==> config.mk <==
export PLATFORM = sky130hd
export DESIGN_NAME = pt_walker
export DESIGN_NICKNAME = d
export VERILOG_FILES = /design/src/rtl/pt_walker_pkg.sv /design/src/rtl/pt_field_split.sv /design/src/rtl/pt_entry_addr.sv /design/src/rtl/pt_walk_ctrl.sv /design/src/rtl/pt_walker.sv
export SDC_FILE = /design/constraint.sdc
export NUM_CORES = 1
export LEC_CHECK = 0
export BUFFER_PORTS_ARGS = -buffer_cell sky130_fd_sc_hd__buf_4
export CORE_ASPECT_RATIO = 0.5
export CORE_MARGIN = 1
export CORE_UTILIZATION = 28
export CTS_CLUSTER_SIZE = 25
export DETAILED_ROUTE_END_ITERATION = 8
export MAX_ROUTING_LAYER = met4
export PLACE_DENSITY = 0.57
export SYNTH_ARGS = -nofsm -noshare
export SYNTH_HDL_FRONTEND = slang
export SYNTH_HIERARCHICAL = 1
export SYNTH_SLANG_ARGS = --single-unit
export TNS_END_PERCENT = 50
==> constraint.sdc <==
create_clock -name clk_i -period 3 [get_ports clk_i]
set_input_delay 0.6 -clock clk_i [delete_from_list [all_inputs] [get_ports clk_i]]
set_output_delay 0.6 -clock clk_i [all_outputs]
set_load 0.03 [all_outputs]
==> src/rtl/pt_walker_pkg.sv <==
package pt_walker_pkg;
  typedef enum logic [2:0] {
    ST_IDLE,
    ST_OUTER,
    ST_MID,
    ST_LEAF,
    ST_RESP
  } walk_st_e;
endpackage

==> src/rtl/pt_field_split.sv <==
module pt_field_split #(
  parameter int OFF_W = 11,
  parameter int P1_W = 6,
  parameter int P2_W = 9,
  parameter bit SINGLE_LEVEL = 1'b0,
  localparam int PN_W = P1_W + P2_W,
  localparam int LA_W = PN_W + OFF_W
) (
  input  logic [LA_W-1:0]  laddr_i,
  output logic [PN_W-1:0]  first_idx_o,
  output logic [P2_W-1:0]  second_idx_o,
  output logic [OFF_W-1:0] offset_o
);
  assign offset_o = laddr_i[OFF_W-1:0];

  generate
    if (SINGLE_LEVEL) begin : g_flat
      assign first_idx_o  = laddr_i[LA_W-1:OFF_W];
      assign second_idx_o = '0;
    end else begin : g_two
      assign first_idx_o  = {{P2_W{1'b0}}, laddr_i[LA_W-1:OFF_W+P2_W]};
      assign second_idx_o = laddr_i[OFF_W+P2_W-1:OFF_W];
    end
  endgenerate
endmodule

==> src/rtl/pt_entry_addr.sv <==
module pt_entry_addr #(
  parameter int OFF_W = 11,
  parameter int FRAME_W = 15,
  parameter int IDX_W = 15,
  localparam int PA_W = FRAME_W + OFF_W
) (
  input  logic [FRAME_W-1:0] base_frame_i,
  input  logic [IDX_W-1:0]   idx_i,
  output logic [PA_W-1:0]    addr_o
);
  // tables are frame aligned: base offset bits are zero
  assign addr_o = {base_frame_i, {OFF_W{1'b0}}} + PA_W'(idx_i);
endmodule

==> src/rtl/pt_walk_ctrl.sv <==
module pt_walk_ctrl
  import pt_walker_pkg::*;
#(
  parameter int FRAME_W = 15,
  parameter bit SINGLE_LEVEL = 1'b0
) (
  input  logic               clk_i,
  input  logic               rst_ni,
  input  logic               req_valid_i,
  input  logic               ent_valid_i,
  input  logic [FRAME_W-1:0] ent_frame_i,
  output logic               req_ready_o,
  output logic               mem_re_o,
  output logic               sel_inner_o,
  output logic               rsp_valid_o,
  output logic               rsp_fault_o,
  output logic [FRAME_W-1:0] leaf_frame_o
);
  walk_st_e st_q, st_d;
  logic     leaf_cap;

  always_comb begin
    st_d        = st_q;
    req_ready_o = 1'b0;
    mem_re_o    = 1'b0;
    sel_inner_o = 1'b0;
    rsp_valid_o = 1'b0;
    leaf_cap    = 1'b0;
    unique case (st_q)
      ST_IDLE: begin
        req_ready_o = 1'b1;
        if (req_valid_i) st_d = ST_OUTER;
      end
      ST_OUTER: begin
        mem_re_o = 1'b1;
        st_d     = ST_MID;
      end
      ST_MID: begin
        // first entry on rdata; chain straight into the inner read
        if (!SINGLE_LEVEL && ent_valid_i) begin
          mem_re_o    = 1'b1;
          sel_inner_o = 1'b1;
          st_d        = ST_LEAF;
        end else begin
          leaf_cap = 1'b1;
          st_d     = ST_RESP;
        end
      end
      ST_LEAF: begin
        leaf_cap = 1'b1;
        st_d     = ST_RESP;
      end
      ST_RESP: begin
        rsp_valid_o = 1'b1;
        st_d        = ST_IDLE;
      end
      default: st_d = ST_IDLE;
    endcase
  end

  always_ff @(posedge clk_i or negedge rst_ni) begin
    if (!rst_ni) begin
      st_q         <= ST_IDLE;
      rsp_fault_o  <= 1'b0;
      leaf_frame_o <= '0;
    end else begin
      st_q <= st_d;
      if (leaf_cap) begin
        rsp_fault_o  <= !ent_valid_i;
        leaf_frame_o <= ent_valid_i ? ent_frame_i : '0;
      end
    end
  end

  AST_RSP_PULSE: assert property (@(posedge clk_i) disable iff (!rst_ni)
    rsp_valid_o |=> !rsp_valid_o);
  AST_BUSY_AFTER_ACCEPT: assert property (@(posedge clk_i) disable iff (!rst_ni)
    (req_valid_i && req_ready_o) |=> !req_ready_o);
  AST_FIRST_READ: assert property (@(posedge clk_i) disable iff (!rst_ni)
    (req_valid_i && req_ready_o) |=> (mem_re_o && !sel_inner_o));
  AST_INNER_FOLLOWS: assert property (@(posedge clk_i) disable iff (!rst_ni)
    (mem_re_o && sel_inner_o) |-> $past(mem_re_o && !sel_inner_o));

  generate
    if (SINGLE_LEVEL) begin : g_flat_chk
      AST_FLAT_ONE_READ: assert property (@(posedge clk_i) disable iff (!rst_ni)
        mem_re_o |=> !mem_re_o);
    end
  endgenerate
endmodule

==> src/rtl/pt_walker.sv <==
module pt_walker #(
  parameter int OFF_W = 11,
  parameter int P1_W = 6,
  parameter int P2_W = 9,
  parameter int FRAME_W = 15,
  parameter logic [FRAME_W-1:0] ROOT_FRAME = '0,
  parameter bit SINGLE_LEVEL = 1'b0,
  localparam int PN_W = P1_W + P2_W,
  localparam int LA_W = PN_W + OFF_W,
  localparam int PA_W = FRAME_W + OFF_W,
  localparam int ENT_W = FRAME_W + 1
) (
  input  logic             clk_i,
  input  logic             rst_ni,
  input  logic             req_valid_i,
  input  logic [LA_W-1:0]  req_laddr_i,
  output logic             req_ready_o,
  output logic             rsp_valid_o,
  output logic [PA_W-1:0]  rsp_paddr_o,
  output logic             rsp_fault_o,
  output logic             mem_re_o,
  output logic [PA_W-1:0]  mem_addr_o,
  input  logic [ENT_W-1:0] mem_rdata_i
);
  logic [LA_W-1:0]    laddr_q;
  logic [PN_W-1:0]    first_idx;
  logic [P2_W-1:0]    second_idx;
  logic [OFF_W-1:0]   offset;
  logic               sel_inner;
  logic [FRAME_W-1:0] leaf_frame;
  logic [FRAME_W-1:0] base_frame;
  logic [PN_W-1:0]    idx_sel;

  always_ff @(posedge clk_i or negedge rst_ni) begin
    if (!rst_ni)                         laddr_q <= '0;
    else if (req_valid_i && req_ready_o) laddr_q <= req_laddr_i;
  end

  pt_field_split #(
    .OFF_W(OFF_W), .P1_W(P1_W), .P2_W(P2_W), .SINGLE_LEVEL(SINGLE_LEVEL)
  ) u_split (
    .laddr_i     (laddr_q),
    .first_idx_o (first_idx),
    .second_idx_o(second_idx),
    .offset_o    (offset)
  );

  assign base_frame = sel_inner ? mem_rdata_i[FRAME_W-1:0] : ROOT_FRAME;
  assign idx_sel    = sel_inner ? {{P1_W{1'b0}}, second_idx} : first_idx;

  pt_entry_addr #(
    .OFF_W(OFF_W), .FRAME_W(FRAME_W), .IDX_W(PN_W)
  ) u_addr (
    .base_frame_i(base_frame),
    .idx_i       (idx_sel),
    .addr_o      (mem_addr_o)
  );

  pt_walk_ctrl #(
    .FRAME_W(FRAME_W), .SINGLE_LEVEL(SINGLE_LEVEL)
  ) u_ctrl (
    .clk_i       (clk_i),
    .rst_ni      (rst_ni),
    .req_valid_i (req_valid_i),
    .ent_valid_i (mem_rdata_i[FRAME_W]),
    .ent_frame_i (mem_rdata_i[FRAME_W-1:0]),
    .req_ready_o (req_ready_o),
    .mem_re_o    (mem_re_o),
    .sel_inner_o (sel_inner),
    .rsp_valid_o (rsp_valid_o),
    .rsp_fault_o (rsp_fault_o),
    .leaf_frame_o(leaf_frame)
  );

  assign rsp_paddr_o = rsp_fault_o ? '0 : {leaf_frame, offset};

  AST_ADDR_HELD: assert property (@(posedge clk_i) disable iff (!rst_ni)
    !req_ready_o |=> $stable(laddr_q));
endmodule

==> run_results.csv, run 1 <==
group,metric,value,unit
yosys,yosysUniqueCellTypes,40,
timing,timing.final.crit_share,87.9,%
worst_setup_path,crit_arrival,2.04,ns
finish,layout_commonest_cell,"buf_4",
yosys,synthAdderAreaFrac,2.24,%
timing,setup_tns,0,ns
cts,clk_pin_slew,0.06,ns
worst_setup_path,crit_start,"mem_rdata_i[15]",
finish,antenna_cells,0,
cts,clkLatencyLatePin,0.29,ns
power,p_comb_share,55.8,%
worst_setup_path,worstSetupPathType,"input port to output pin",
yosys,syn_inst,278,
die,core,10500,µm²
die,die_y,76.7,µm
timing,hold_viol,0,
place,io_buffers,98,
power,switching_power,1.58,mW
detailed_routing,ant_nets,0,
yosys,synth_warnings,6,
worst_setup_path,cp_common_cell,"buf_4",
power,sw_frac_of_total,39.5,%
cts,clockBufferDepth,2,
worst_setup_path,slowest_stage,"nor3_2",
timing,period_needed,2.64,ns
power,internal_power,2.42,mW
power,power_frac_clock,16.3,%
finish,syn_to_final_growth,21.2,%
place,dp_hpwl,4830,µm
timing,max_freq,379,MHz
status,status,"completed",
yosys,synth_xor_area_share,3.64,%
cts,postCtsSetupBuffers,0,
worst_setup_path,path_cells,"buf_4 -> nand2_1 -> nor3_2 -> buf_4 -> and2_1 -> xor2_1 -> buf_4",
timing,setup_violations,0,
global_route,antenna_found_initial,0,
yosys,synth-seq-cells,45,
worst_setup_path,start_kind,"input port",
detailed_routing,first_pass_iters,4,
die,initial_core_util,29.7,%
finish,layout_common_cells,"103 x buf_4, 45 x dfrtp_1, 20 x mux2_4",
yosys,synth-compound-area-share,7.81,%
die,die-area,11600,µm²
min_path,min_path_type,"input port to async pin",
cts,cts.sinks,45,
die,num_io_pins,101,
worst_setup_path,crit_path_end_kind,"output pin",
global_route,grt_usage,12.4,%
global_route,grt_max_degree,46,
cts,ctsResizeCount,0,
die,rows,26,
finish,fin_util,36.1,%
flow_run,maxCapViolCount,0,
place,place.gp.congestion,0.712,
power,power.leakage,1.87,nW
power,vdd_drop_max,0.278,mV
global_route,grt_pass1_vias,2110,
cts,cts_hold_buf,0,
yosys,avgSynthCellArea,11.2,µm²
detailed_routing,drtIter0Drc,48,
power,p_per_area,1050,nW/µm²
worst_setup_path,cp_max_fo,20,
worst_setup_path,r2r-start,"u_ctrl/st_q[0]",
timing,finalClockSkew,0.00630,ns
yosys,ys_seq_area_share,36.0,%
finish,nets,383,
cts,cts_tree,"done",
cts,root_buffer,"clkbuf_16",
worst_setup_path,slowest_delay,0.33,ns
detailed_routing,wire_per_inst,14.2,µm
timing,max_slew_margin,51.4,%
finish,drive_gt1_share,46.1,%
timing,worstMarginPinSlew,0.730,ns
detailed_routing,routed_wl,6710,µm
yosys,syn_area,3130,µm²
global_route,grt_pass1_wl,10900,µm
detailed_routing,vias,2067,
yosys,synth_top_family_by_area,"simple AND/OR/NAND/NOR gates",
finish,stdcell_area,3790,µm²
global_route,overflow,0,
cts,cts_buffers,5,
timing,rsz0062_at_grt,"no",
cts,htreeDepth,2,
yosys,synthMuxAreaShare,15.0,%
detailed_routing,routed_via_density,4.36,
power,sequentialPowerShare,27.9,%
place,placed_area,3620,µm²
die,dieWidth,151,µm
detailed_routing,post-route-drc-count,0,
worst_setup_path,crit_required,2.40,ns
yosys,yosys.area_share.simple,19.3,%
timing,maxSlewViolCount,0,
==> per-layer routing <==
layer  share of wire [%]  up-vias  track usage [%]  routed length [µm]
li1                    -     1013                -                   -
met1                  48     1008             16.0                3230
met2                  48       41             19.6                3200
met3                 3.3        5             2.86                 222
met4                0.83        0             2.90                  56
met5                   0        -                -                   0
==> synthesized netlist by cell type (all sizes together) <==
master | n | area share [%]
a211oi | 2 | 0.48
a21boi | 1 | 0.60
a21o | 1 | 0.24
a21oi | 5 | 0.80
a221o | 15 | 5.0
and2 | 16 | 3.2
and2b | 14 | 3.4
and3 | 2 | 0.40
and3b | 15 | 4.2
and4 | 1 | 0.36
and4b | 1 | 0.32
buf | 57 | 15
clkbuf | 6 | 0.72
conb | 1 | 0.12
dfrtp | 45 | 36
fa | 1 | 0.64
ha | 4 | 1.6
inv | 1 | 0.12
mux2 | 35 | 15
nand2 | 4 | 0.72
nand2b | 3 | 0.60
nand3 | 7 | 1.1
nand3b | 2 | 0.48
nand4 | 1 | 0.20
nor2 | 1 | 0.12
nor2b | 18 | 3.6
nor3 | 2 | 0.32
nor3b | 1 | 0.24
o21ai | 1 | 0.16
o21bai | 1 | 0.24
o2bb2ai | 1 | 0.28
xnor2 | 10 | 2.8
xor2 | 3 | 0.84
==> registers in the layout, indices dropped and copies added (netlist names) <==
register and flops:
u_ctrl/rsp_fault_o 1, laddr_q 26, u_ctrl/leaf_frame_o 15, u_ctrl/st_q 3
==> power by group through the flow <==
stage	logic, mW	registers (mW)	clock network (mW)
6_report	2.23	1.11	0.653
4_1_cts	2.26	1.12	0.677
5_1_grt	2.39	1.16	0.698
3_5_place_dp	2.25	1.12	0
3_3_place_gp	2.24	1.12	0
2_1_floorplan	2.01	1.08	0
==> final timing paths <==
kind	end	slack, ns	cells after the start
worst max-delay path	mem_addr_o[19]	0.36	7
worst min-delay path	u_ctrl/leaf_frame_o[11]	0.30	1
worst max register to register	laddr_q[9]	1.09	4
worst min register to register	laddr_q[0]	0.50	1
max in group asynchronous	laddr_q[14]	2.27	1
min in group clk_i	laddr_q[0]	0.50	1
==> worst max-delay path, delay by kind of cell <==
kind / cells / cell delay (ns)
AND/OR/NAND/NOR: 3 / 0.64
buffers and inverters: 3 / 0.61
XOR/XNOR: 1 / 0.17
==> final cells by class <==
type / count / area [µm²]
Clock buffer: 7 / 143
Clock inverter: 1 / 30.0
Fill cell: 1071 / 6720
Inverter: 1 / 3.75
Multi-Input combinational cell: 177 / 1540
Sequential cell: 45 / 1130
Tap cell: 140 / 175
Timing Repair Buffer: 103 / 773
==> cell families after synthesis <==
group                    Yosys count
multiplexers                      35
adder cells (fa/ha/maj)            5
buffers and inverters             64
AND/OR/NAND/NOR                   88
flip-flops                        45
other                              1
AO/OA/AOI/OAI                     27
XOR/XNOR                          13
==> through the flow <==
step	hold WS (ns)	total power, mW	setup slack, ns	instances
after floorplan	0.304	3.09	0.0790	286
after global placement	0.480	3.36	0.385	466
after detailed placement	0.486	3.37	0.317	466
after CTS	0.338	4.05	0.330	474
after global routing	0.355	4.25	0.146	474
final	0.301	3.99	0.364	474
Note: power is estimated with default switching activity, not from simulation.
==> run 2: changes to the inputs <==
CTS_BUF_LIST = sky130_fd_sc_hd__clkbuf_2   (was unset)
SLEW_MARGIN = 25   (was unset)
==> run 2 against run 1 <==
  * Non-clock buffer count is the same
  * Critical endpoint unchanged
  * Worst setup slack got worse by 0.038 ns
  * Flip-flop and latch count stayed put
  * Clock power decreased by 46%
  * Final cell count unchanged
==> run_results.csv, run 2 (synthesis gave the netlist of run 1 again) <==
group,metric,value,unit
status,status,"completed",
power,power,3.70,mW
worst_setup_path,crit_required,2.40,ns
place,place.gp.congestion,0.712,
die,die_y,76.7,µm
detailed_routing,ant_nets,0,
finish,stdcell_area,3690,µm²
timing,max_freq,374,MHz
timing,setup_ws,0.327,ns
global_route,grt_pass1_vias,2112,
die,dieWidth,151,µm
finish,drive_gt1_share,46.4,%
timing,period_needed,2.67,ns
worst_setup_path,slowest_stage,"dfrtp_2",
global_route,met1_usage,16.1,%
power,vdd_drop_max,0.276,mV
worst_setup_path,path_buf_inv,2,
detailed_routing,post-route-drc-count,0,
worst_setup_path,slowest_delay,0.49,ns
worst_setup_path,crit_arrival,2.07,ns
global_route,grtUsageMet2,19.5,%
die,core,10500,µm²
finish,seq_area,1130,µm²
finish,layout_commonest_cell,"buf_4",
worst_setup_path,cp_max_fo,11,
detailed_routing,drtIter0Drc,52,
timing,setup_violations,0,
finish,stdcell_count,474,
worst_setup_path,start_kind,"flop",
cts,cts.sinks,45,
global_route,antenna_found_initial,0,
global_route,grt_pass1_wl,10900,µm
timing,hold_viol,0,
timing,rsz0062_at_grt,"no",
die,rows,26,
place,dp_cells,466,
global_route,grt_usage,12.5,%
worst_setup_path,worstSetupPathType,"flop to output pin",
cts,htreeDepth,2,
cts,cts_tree,"done",
worst_setup_path,cp_common_cell,"buf_4",
power,p_per_area,1000,nW/µm²
place,placed_area,3620,µm²
timing,maxSlewViolCount,0,
die,initial_core_util,29.7,%
finish,nets,383,
detailed_routing,vias,2068,
timing,max_slew_margin,51.2,%
finish,multi_input_area,1540,µm²
timing,worstMarginPinSlew,0.733,ns
finish,syn_to_final_growth,18.0,%
timing,finalClockSkew,0.0217,ns
detailed_routing,routed_via_density,4.36,
finish,antenna_cells,0,
worst_setup_path,crit_family,"simple AND/OR/NAND/NOR gates",
die,num_io_pins,101,
cts,root_buffer,"clkbuf_2",
timing,timing.final.crit_share,89.1,%
timing,hold_slack,0.104,ns
min_path,min_path_type,"input port to async pin",
global_route,busiest_layer,"met2",
flow_run,maxCapViolCount,0,
finish,top_regs,"laddr_q: 26 flops, u_ctrl/leaf_frame_o: 15 flops, u_ctrl/st_q: 3 flops",
finish,largest_reg_flops,26,
global_route,grt_max_degree,46,
place,dp_slack,0.317,ns
die,die-area,11600,µm²
timing,setup_tns,0,ns
cts,clockBufferDepth,2,
detailed_routing,routed_wl,6720,µm
worst_setup_path,path_cells,"nand2_1 -> nor3_4 -> buf_4 -> and2_1 -> xor2_1 -> buf_4",
finish,regMostFlops,"laddr_q",
cts,clkLatencyLatePin,0.43,ns
finish,fillers,1076,
place,dp_hpwl,4830,µm
place,io_buffers,98,
finish,layout_common_cells,"103 x buf_4, 44 x dfrtp_1, 20 x mux2_4",
detailed_routing,wire_per_inst,14.2,µm
cts,clk_pin_slew,0.25,ns
cts,cts_buffers,5,
detailed_routing,first_pass_iters,4,
worst_setup_path,crit_path_end_kind,"output pin",
global_route,met3_usage,2.68,%
cts,postCtsSetupBuffers,0,
finish,fin_util,35.1,%
global_route,overflow,0,
power,power.leakage,1.83,nW
[run 2: cell types whose count changed in the layout (fill, tap and decap cells not counted), sizes merged]
cell / previous run / this run
clkinv: 0 / 1
clkbuf: 7 / 6
[run 2: path summary, 6_finish.rpt]
path	startpoint	end	slack (ns)	depth (start not counted)
setup / recovery	u_ctrl/st_q[1]	mem_addr_o[19]	0.33	6
hold / removal	rst_ni	u_ctrl/leaf_frame_o[11]	0.10	1
setup reg to reg	u_ctrl/st_q[0]	laddr_q[9]	1.03	4
hold reg to reg	laddr_q[10]	laddr_q[10]	0.53	1
max in group asynchronous	rst_ni	laddr_q[25]	2.45	1
min in group clk_i	mem_rdata_i[10]	u_ctrl/leaf_frame_o[10]	0.37	2
[run 2: where the power goes]
| part | internal, mW | switching, mW | leakage, nW |
|---|---|---|---|
| clock network | 0.142 | 0.211 | 0.0406 |
| registers | 0.914 | 0.199 | 0.526 |
| logic | 1.08 | 1.15 | 1.26 |
| total | 2.14 | 1.56 | 1.83 |
[run 2: area by class of cell]
type / count / share of cell area (%)
Clock buffer: 6 / 0.814
Clock inverter: 2 / 0.916
Inverter: 1 / 0.102
Multi-Input combinational cell: 177 / 41.9
Sequential cell: 45 / 30.6
Tap cell: 140 / 4.75
Timing Repair Buffer: 103 / 21.0
[run 2: layer usage]
layer  up-vias  part of all wire, %
met5         -                    0
met4         0                 0.89
met3         5                  3.2
met2        39                   48
met1      1013                   48
li1       1011                    -
[run 2: what timing repair did]
item,CTS,global route
hold buffers,0,0
setup endpoints to repair,0,16
resized for setup,0,2
